**src/rtl/frame_serializer.sv**
```systemverilog
module frame_serializer #(
  parameter int N_CH      = 128,
  parameter int SMP_W     = 8,
  parameter int HDR_SLOTS = 12,
  parameter int CNT_W     = 12,
  parameter int STAT_W    = 8,
  parameter int Q_DEPTH   = 4,
  parameter logic [SMP_W-1:0] SYNC = 'hA5
) (
  input  logic                    clk,
  input  logic                    rst_n,
  input  logic                    trig_i,
  input  logic [STAT_W-1:0]       status_i,
  input  logic [SMP_W-1:0]        smp_data_i,
  output logic [$clog2(N_CH)-1:0] smp_addr_o,
  output logic                    smp_rd_o,
  output logic                    ser_o,
  output logic                    frame_o,
  output logic                    busy_o,
  output logic                    ovf_o
);
  localparam int SLOTS      = HDR_SLOTS + N_CH;
  localparam int FRAME_BITS = SLOTS * SMP_W;
  localparam int HDR_W      = HDR_SLOTS * SMP_W;
  localparam int PAD_W      = HDR_W - SMP_W - CNT_W - STAT_W;
  localparam int SLOT_W     = $clog2(SLOTS);
  localparam int BIT_W      = $clog2(SMP_W);
  localparam int ADDR_W     = $clog2(N_CH);
  localparam int Q_W        = $clog2(Q_DEPTH + 1);

  logic              active_q, ovf_q;
  logic [SLOT_W-1:0] slot_q;
  logic [BIT_W-1:0]  bit_q;
  logic [SMP_W-1:0]  sh_q;
  logic [HDR_W-1:0]  hdr_q;
  logic [CNT_W-1:0]  fcnt_q;
  logic [Q_W-1:0]    pend_q;

  wire [HDR_W-1:0] hdr_new = {SYNC, fcnt_q, status_i, {PAD_W{1'b0}}};
  wire slot_end = active_q && (bit_q == BIT_W'(SMP_W - 1));
  wire last     = slot_end && (slot_q == SLOT_W'(SLOTS - 1));
  wire start    = (pend_q != '0) && (!active_q || last);
  wire in_hdr   = int'(slot_q) < HDR_SLOTS - 1;
  wire accept   = trig_i && ((pend_q != Q_W'(Q_DEPTH)) || start);

  assign smp_rd_o   = slot_end && !last && !in_hdr;
  assign smp_addr_o = ADDR_W'(int'(slot_q) - (HDR_SLOTS - 1));
  assign ser_o      = active_q & sh_q[SMP_W-1];
  assign frame_o    = active_q;
  assign busy_o     = active_q || (pend_q != '0);
  assign ovf_o      = ovf_q;

  always_ff @(posedge clk) begin
    if (!rst_n) begin
      active_q <= 1'b0;
      slot_q   <= '0;
      bit_q    <= '0;
      sh_q     <= '0;
      hdr_q    <= '0;
      fcnt_q   <= '0;
      pend_q   <= '0;
      ovf_q    <= 1'b0;
    end else begin
      pend_q <= pend_q + Q_W'(accept) - Q_W'(start);
      if (trig_i && !accept) ovf_q <= 1'b1;
      if (start) begin
        active_q <= 1'b1;
        slot_q   <= '0;
        bit_q    <= '0;
        sh_q     <= hdr_new[HDR_W-1 -: SMP_W];
        hdr_q    <= hdr_new << SMP_W;
        fcnt_q   <= fcnt_q + 1'b1;
      end else if (last) begin
        active_q <= 1'b0;
        sh_q     <= '0;
      end else if (slot_end) begin
        slot_q <= slot_q + 1'b1;
        bit_q  <= '0;
        if (in_hdr) begin
          sh_q  <= hdr_q[HDR_W-1 -: SMP_W];
          hdr_q <= hdr_q << SMP_W;
        end else begin
          sh_q <= smp_data_i;
        end
      end else if (active_q) begin
        sh_q  <= sh_q << 1;
        bit_q <= bit_q + 1'b1;
      end
    end
  end
endmodule

```
**config.mk**
```make
export PLATFORM = sky130hd
export DESIGN_NAME = frame_serializer
export DESIGN_NICKNAME = d
export VERILOG_FILES = /design/src/rtl/frame_serializer.sv
export SDC_FILE = /design/constraint.sdc
export NUM_CORES = 1
export LEC_CHECK = 0
export BUFFER_PORTS_ARGS = -buffer_cell sky130_fd_sc_hd__buf_2
export CELL_PAD_IN_SITES_DETAIL_PLACEMENT = 0
export CELL_PAD_IN_SITES_GLOBAL_PLACEMENT = 1
export CORE_MARGIN = 2
export CORE_UTILIZATION = 44
export DETAILED_ROUTE_END_ITERATION = 6
export PLACE_DENSITY_LB_ADDON = 0.1
export SLEW_MARGIN = 20
export SYNTH_ARGS = -nofsm -noshare
export SYNTH_HDL_FRONTEND = slang
export SYNTH_SLANG_ARGS = --single-unit
```
**constraint.sdc**
```tcl
create_clock -name clk -period 3.4 [get_ports clk]
set_clock_uncertainty 0.05 [all_clocks]
set_input_delay 0.17 -clock clk [delete_from_list [all_inputs] [get_ports clk]]
set_output_delay 0.17 -clock clk [all_outputs]
set_load 0.02 [all_outputs]
```
* Word-level counts from Yosys, hierarchy flattened *
Index checks and enable logic that the tools add are counted.

word-level totals
  input port bits = 19
  memories = 0
  latch bits = 0
  bits in read-only memories = 0
  register bits after elaboration = 56
  bits in writable memories = 0
  output and inout port bits = 12
  logic and storage cells = 61

cells by class
  mux-type cells = 13
  bitwise logic cells = 3
  add/sub/neg operators = 6
  divide/modulo/power cells = 0
  equal/unequal tests = 4
  shifts and indexed selects = 0
  reductions and logical operators = 25
  multipliers = 0
  magnitude comparators = 1

operators with widths
  kind                                                count
  two-way mux 96 bit                                  4
  two-way mux 8 bit                                   5
  adder 12 x 1 -> 12 bit, second input constant       1
  adder 8 x 1 -> 8 bit, second input constant         1
  == test 8 bit, second input constant                1
  < comparator 8 x 4 -> 1 bit, second input constant  1
  nonzero test 2 bit                                  4
  logical AND 1 bit                                   7
  subtractor 7 x 4 -> 7 bit, second input constant    1
  two-way mux 3 bit                                   2
  zero test 1 bit                                     4
  AND reduction 2 bit                                 2
  nonzero test 4 bit                                  1
  adder 3 x 1 -> 3 bit                                1
  adder 3 x 1 -> 3 bit, second input constant         1
  == test 3 bit, second input constant                1
  logical OR 1 bit                                    3
  != test 3 bit, second input constant                1
  AND reduction 3 bit                                 1
  nonzero test 3 bit                                  1
  OR reduction 3 bit                                  1
  subtractor 3 x 1 -> 3 bit                           1
  two-way mux 1 bit                                   2
  != test 2 x 1 -> 1 bit, second input constant       1
  3 further kinds                                     4

* Depth between registers and ports, before layout *
Gate-level depths: netlist of the first run.

  word-level depth = 9
  gate-level depth with buffers = 15
  gate-level depth less buffers = 13

* Worst setup path before layout of the first run *
No wires, ideal clock.

  path kind = reg-to-reg
  start = register bit_q[0]
  end = register pend_q[2]
  stages on the path, launching flop included = 15
  path buffers = 2
  setup slack = 0.295 ns
  arrival = 2.927 ns
  required time = 3.222 ns
  path through = dfxtp_1 -> ha_1 -> ha_1 -> clkbuf_1 -> inv_1 -> o31ai_4 -> buf_4 -> o21ai_0 -> ha_1 -> inv_1 -> ha_1 -> fa_1 -> xnor2_1 -> xnor2_1 -> nor2_1

between the ends
  longest elaborated chain between the ends = 9

ends and longest elaborated chain
  what                           line  RTL
  start: declaration             33    logic [BIT_W-1:0] bit_q;
  start signal: assignment       87    bit_q <= bit_q + 1'b1;
  == test 3 bit (*)              40    wire slot_end = active_q && (bit_q == BIT_W'(SMP_W - 1));
  logical AND 1 bit (*)          40
  logical AND 1 bit (*)          41    wire last = slot_end && (slot_q == SLOT_W'(SLOTS - 1));
  logical OR 1 bit (*)           42    wire start = (pend_q != '0) && (!active_q || last);
  logical AND 1 bit (*)          42
  logical OR 1 bit               44    wire accept = trig_i && ((pend_q != Q_W'(Q_DEPTH)) || start);
  logical AND 1 bit              44
  adder 3 x 1 -> 3 bit           64    pend_q <= pend_q + Q_W'(accept) - Q_W'(start);
  subtractor 3 x 1 -> 3 bit (*)  64
  end signal: assignment         64
  end: declaration               37    logic [Q_W-1:0] pend_q;

Mark *: on every way between the ends. The rest lies on a longest branch, timed or not.
A chain may end at the register's enable or synchronous reset.

* Worst setup path in the final report of the first run *
  start = register slot_q[4]
  end = register pend_q[2]

between the ends
  longest elaborated chain between the ends = 8

ends and longest elaborated chain
  what                           line  RTL
  start: declaration             32    logic [SLOT_W-1:0] slot_q;
  start signal: assignment       77    slot_q <= slot_q + 1'b1;
  == test 8 bit (*)              41
  logical AND 1 bit (*)          41
  logical OR 1 bit (*)           42
  logical AND 1 bit (*)          42
  logical OR 1 bit               44
  logical AND 1 bit              44
  adder 3 x 1 -> 3 bit           64
  subtractor 3 x 1 -> 3 bit (*)  64

Marks and branches as above.

==> results.md, run 1 <==
- Status: complete, no violations
- Initial drt markers: about 110
- Crit start category: register
- Syn avg cell area: between 8 and 9 sq um
- Die Y: between 80 and 90 microns
- Initial Util: 0.455
- Worst Setup End Kind: register
- Vias in the first global route: 2323
- Final TNS setup: 0 ns
- Distinct cells, synth: 47
- Mapped Cells: 341
- Vias: approximately 2500
- Total Routed Length: just over 7000 microns
- Layout cell share with drive strength beyond 1: 0.146
- Synth warn: 0
- Port bufs: 30
- Ant. Diodes: 0
- CP required: about 3.5 ns
- EDFF count, synth: 0
- First-pass GRT wire length: about 12000 microns
- Sink Count: between 50 and 60
- Crit Path Category: register to register
- H-tree Lvls: 2
- Clock insertion delay at the later pin of the skew report: ~0.31 ns
- DR pass1 iterations: 4
- Slowest CP cell: or3_1
- Final Util: 0.494
- Root Driver: clkbuf_8
- Die area: approximately 0.0072 sq mm
- Placer Congestion: 0.813
- Crit Path Max Fanout: 8
- Slew headroom: 0.290
- Final setup fails: 0
- Pleak: between 1 and 1.5 nW
- Largest net degree at the start of global routing: 42
- WP data arrival: 3.11 ns
- Max Clock Freq: around 340 MHz
- Number of antenna violations at the first check in global routing: 0
- CP cell instances: or3_1 > o31ai_4 > o21ai_0 > ha_1 > inv_1 > ha_1 > fa_1 > xnor2_1 > xnor2_1 > nor2_1
- Post-cts gate resize count: 0
- P&R area growth vs syn: 8.62%
- Gr ovfl total: 0
- Clock transition at the registers of the reported paths: 0.10 ns
- CTS max path bufs: 2
- Sequential-to-total area share from yosys stat: 0.388
- Synthesized cell area: roughly 0.0029 sq mm
- Slew Viols, Final: 0
- Hpwl dp: ~5000 microns
- WL/cell: approximately 16 microns
- Main synth FF type: dfxtp_1
- CP delay by family, top: adder cells
- Die width: about 85 microns
- Global-route usage over all layers: 0.202
- Worst hold path class: input pin to register
- Maximum vdd drop: about 0.57 mV
- Least-Margin Pin Slew: 1.06 ns
- Core area: around 0.0063 sq mm
- Worst path max stage delay: about 0.58 ns
- Tcrit/Tclk final: 0.876
- Final Hold Fails: 0
- Max-capacitance violation count: 0
- Buf/Inv on CP: 1
- Vias per cell: approximately 5.9
- Row cnt: 29
- Power Dens Cells: ~650 mW/mm^2
- DRC violations left: 0
- Antenna Nets Post-Route: 0
- CTS tree: yes
- Postcts setup bufs: 0
- Syn_nets: roughly 370
- #FFs+latches synth: between 50 and 60
- Number of CTS-inserted buffers: 5
- NumNets Final: between 300 and 400
- IO Count: 31
- Crit path time final: 2.98 ns
- RSZ-0062 raised after global routing: no
- # hold bufs at CTS: 0
- Post-synthesis async set-or-reset flop share: 0
-- metal layers --
metal	wire (microns)	GRT usage
met2	3120	0.295
met4	72	0.0476
met5	0	0
met1	3630	0.309
met3	221	0.0321
-- tightest hold or removal path: cells and delay by family --
kind | cells | cell delay (ns)
buffers and inverters | 1 | 0.10
AND/OR/NAND/NOR | 1 | 0.05
AO/OA/AOI/OAI | 1 | 0.05
-- layout make-up --
| class | count | area [sq um] |
|---|---|---|
| flip-flops and latches | 56 | 1120 |
| fillers | 644 | 3210 |
| inverters | 10 | 37.5 |
| multi-input cells | 244 | 1590 |
| clock buffers | 6 | 82.6 |
| repair buffers | 37 | 203 |
| clock inverters | 2 | 10.0 |
| well taps | 77 | 96.3 |
-- stage by stage --
step                      area (sq um)  setup WS (ns)  hold WS [ns]  std cells  power [mW]
after detailed placement          3040          0.413         0.383        424        1.68
final                             3140          0.423        0.0494        432        2.04
after global routing              3140          0.213        0.0529        432        2.20
after CTS                         3140          0.391        0.0408        432        2.07
after global placement            3040          0.495         0.376        424        1.67
after floorplan                   2890          0.295         0.258        341        1.48
-- where the power goes --
| group | total, mW | internal, mW | switching (mW) |
|---|---|---|---|
| clock | 0.377 | 0.163 | 0.214 |
| sequential | 0.923 | 0.804 | 0.119 |
| combinational | 0.739 | 0.268 | 0.471 |
| total | 2.04 | 1.24 | 0.804 |
-- flip-flops by register name, summed over array words and instances, names as in the netlist --
name and cells:
fcnt_q 12, hdr_q 20, frame_o 1, slot_q 8, pend_q 3, sh_q 8
bit_q 3, ovf_o 1
-- synth_stat cells, drive strengths merged, types with 2 or more instances --
library cell / count / area share
a41oi: 2 / 0.0061
nand2: 37 / 0.051
xor2: 3 / 0.0091
nand4: 7 / 0.015
nand2b: 2 / 0.0043
nor4: 4 / 0.014
buf: 17 / 0.038
nand3: 19 / 0.033
o211ai: 8 / 0.021
and4: 2 / 0.0061
or3: 7 / 0.015
a211oi: 5 / 0.013
clkbuf: 14 / 0.018
nor2: 14 / 0.018
o31a: 3 / 0.0091
dfxtp: 56 / 0.39
a21o: 3 / 0.0078
a22oi: 2 / 0.0052
nand3b: 3 / 0.0078
a21oi: 22 / 0.038
xnor2: 10 / 0.030
o21a: 5 / 0.013
ha: 6 / 0.026
nor3: 20 / 0.040
o31ai: 8 / 0.026
a31oi: 4 / 0.0087
inv: 10 / 0.013
and3: 2 / 0.0043
a311oi: 12 / 0.036
mux2i: 5 / 0.017
and2: 4 / 0.0087
o21ai: 15 / 0.026
or4: 4 / 0.010
-- final timing paths --
| check | startpoint | end | slack, ns | cells after the start |
|---|---|---|---|---|
| max | slot_q[4]$_SDFFE_PP0P_ | pend_q[2]$_SDFF_PN0_ | 0.42 | 10 |
| min | status_i[2] | hdr_q[78]$_SDFFE_PN0P_ | 0.05 | 3 |
| max reg2reg | slot_q[4]$_SDFFE_PP0P_ | pend_q[2]$_SDFF_PN0_ | 0.42 | 10 |
| min reg2reg | bit_q[1]$_SDFFE_PP0P_ | bit_q[1]$_SDFFE_PP0P_ | 0.42 | 2 |
-- cell usage in the layout (no fill, tap or decap), types with 12 or more instances in the layout --
master,synthesis,final
dfxtp_1,56,56
o21ai_0,15,15
buf_2,10,30
nor2_1,14,14
a21oi_1,22,22
a311oi_1,12,12
nand3_1,19,19
nor3_1,18,17
nand2_1,36,36
-- cell families after synthesis --
logic type,synth area share
buffers and inverters,0.0693
AOI/OAI and AO/OA,0.218
xor gates and xnor gates,0.0394
DFF,0.388
adders and majority gates,0.0329
muxes,0.0173
and+or+nand+nor,0.234
No activity file was read; power rests on OpenSTA's default activity.
==> run 2: changes to the inputs <==
--- a/config.mk
+++ b/config.mk
@@ -8,7 +8,7 @@
 export BUFFER_PORTS_ARGS = -buffer_cell sky130_fd_sc_hd__buf_2
 export CELL_PAD_IN_SITES_DETAIL_PLACEMENT = 0
 export CELL_PAD_IN_SITES_GLOBAL_PLACEMENT = 1
-export CORE_MARGIN = 2
+export CORE_MARGIN = 3
 export CORE_UTILIZATION = 44
 export DETAILED_ROUTE_END_ITERATION = 6
 export PLACE_DENSITY_LB_ADDON = 0.1
==> run 2 against run 1 <==
Wire length rose by 2.0%. Critical endpoint unchanged. Clock-buffer cell count rose by 2. Register-to-register slack got worse by 0.08 ns. Largest cell class unchanged. Critical path depth rose by 2. Setup slack got worse by 0.080 ns. Via count fell by 1.7%. Sequential power fell by 1%. Die area rose by 4.8%. Design area fell by 0.44%. Clock power rose by 2%. Critical path type unchanged.
==> results.md, run 2 (synthesis results as in run 1) <==
- RSZ-0062 raised after global routing: no (unchanged)
- Final Util: 0.509 (was 0.494)
- Placed Cells: 422 (was 424)
- Fillcell total: 619 (was 644)
- Number of antenna violations at the first check in global routing: 0 (unchanged)
- Most common cell after layout, fill and taps aside: dfxtp_1 (unchanged)
- Gr ovfl total: 0 (unchanged)
- Slew Viols, Final: 0 (unchanged)
- Crit Path Max Fanout: 11 (was 8)
- WP data arrival: 3.18 ns (was 3.11 ns)
- Ant. Diodes: 0 (unchanged)
- DR pass1 iterations: 4 (unchanged)
- Clock transition at the registers of the reported paths: 0.10 ns (about the same)
- Top reg by flops: hdr_q (unchanged)
- H-tree Lvls: 2 (unchanged)
- Placer Congestion: 0.844 (was 0.813)
- Sink Count: 56 (unchanged)
- CP required: 3.52 ns (was 3.53 ns)
- Top flop regs: hdr_q x20, fcnt_q x12 (unchanged)
- Row cnt: 28 (was 29)
- Layout cell share with drive strength beyond 1: 0.141 (was 0.146)
- CTS max path bufs: 2 (unchanged)
- Crit Path Category: register to register (unchanged)
- Most frequent cells in the layout: 56 x dfxtp_1, 36 x nand2_1, 30 x buf_2 (unchanged)
- Final setup fails: 0 (unchanged)
- WL/cell: 16.7 microns (was 16.3 microns)
- Final TNS setup: 0 ns (unchanged)
- Total Routed Length: 7180 microns (was 7040 microns)
- CTS tree: yes (unchanged)
- Vias: 2502 (was 2544)
- Slew headroom: 0.307 (was 0.290)
- IO Count: 31 (unchanged)
- Die Y: 87.0 microns (was 85.0 microns)
- Vias per cell: 5.82 (was 5.89)
- Status: complete, no violations (unchanged)
- Tcrit/Tclk final: 0.899 (was 0.876)
- Postcts setup bufs: 0 (unchanged)
- Pleak: 1.11 nW (was 1.12 nW)
- Number of CTS-inserted buffers: 5 (unchanged)
- Post-cts gate resize count: 0 (unchanged)
- Power Total: 2.05 mW (was 2.04 mW)
- Final Hold Fails: 0 (unchanged)
- Antenna Nets Post-Route: 0 (unchanged)
- P&R area growth vs syn: 8.15% (was 8.62%)
- Crit path time final: 3.06 ns (was 2.98 ns)
- # hold bufs at CTS: 0 (unchanged)
- Crit start category: register (unchanged)
- Die area: 0.00757 sq mm (was 0.00723 sq mm)
- Clock insertion delay at the later pin of the skew report: 0.31 ns (about the same)
- Largest net degree at the start of global routing: 42 (unchanged)
- Worst hold path class: input pin to register (unchanged)
- Maximum vdd drop: 0.586 mV (was 0.573 mV)
- Max-capacitance violation count: 0 (unchanged)
- Global-route usage over all layers: 0.200 (was 0.202)
- Port bufs: 30 (unchanged)
- Max reg flops: 20 (unchanged)
- DRC violations left: 0 (unchanged)
- Initial Util: 0.471 (was 0.455)
- First-pass GRT wire length: 12100 microns (was 11900 microns)
- Max Clock Freq: 327 MHz (was 336 MHz)
- Worst Setup End Kind: register (unchanged)
- Die width: 87.0 microns (was 85.0 microns)
- NumNets Final: 380 (unchanged)
- Least-Margin Pin Slew: 1.04 ns (was 1.06 ns)
- Hpwl dp: 4850 microns (was 4940 microns)
- Vias in the first global route: 2385 (was 2323)
- Placed cell areas: 0.00303 sq mm (was 0.00304 sq mm)
- Power Dens Cells: 657 mW/mm^2 (was 650 mW/mm^2)
- Final instance area: 0.00312 sq mm (was 0.00314 sq mm)
- Post-route insts no fill: 430 (was 432)
- Root Driver: clkbuf_8 (unchanged)
- Initial drt markers: 163 (was 108)
- Core area: 0.00613 sq mm (was 0.00635 sq mm)
## run 2: routing by layer
layer	GRT usage	share of wire	wire length, microns	vias up
met2	0.279	0.41	2930	57
met5	0	0	0	-
li1	-	-	-	1275
met3	0.0341	0.042	300	14
met1	0.310	0.53	3820	1156
met4	0.0623	0.017	124	0
## run 2: layout make-up
cell class / count / area [sq um] / area share
sequential: 56 / 1120 / 0.359
timing repair buffer: 37 / 203 / 0.0649
clock buffer: 8 / 90.1 / 0.0288
inverter: 10 / 37.5 / 0.0120
multi-input combinational: 244 / 1580 / 0.505
tap: 75 / 93.8 / 0.0300
## run 2: worst max-delay path, stage by stage, from the launching register on
cell	delay, ns
dfxtp_1	0.36
ha_1	0.15
ha_1	0.35
inv_1	0.21
o31ai_4	0.40
o21ai_0	0.16
ha_1	0.29
inv_1	0.04
ha_1	0.18
fa_1	0.37
xnor2_1	0.17
xnor2_1	0.13
nor2_1	0.05
## run 2: worst paths after layout
kind	startpoint	to	slack (ns)	depth (start not counted)
max	bit_q[0]$_SDFFE_PP0P_	pend_q[2]$_SDFF_PN0_	0.34	12
min	status_i[2]	hdr_q[78]$_SDFFE_PN0P_	0.05	3
max reg2reg	bit_q[0]$_SDFFE_PP0P_	pend_q[2]$_SDFF_PN0_	0.34	12
min reg2reg	bit_q[1]$_SDFFE_PP0P_	bit_q[1]$_SDFFE_PP0P_	0.42	2
## run 2: stage by stage
step                worst slack (ns)  hold slack, ns
floorplan                      0.295           0.258
global placement               0.396           0.375
detailed placement             0.352           0.379
CTS                            0.335          0.0393
global route                   0.110          0.0429
finish                         0.343          0.0488
## run 2: report_power, final
part           internal [mW]  switching (mW)
Clock                  0.167           0.217
Sequential             0.804           0.106
Combinational          0.272           0.486
Total                   1.24           0.809
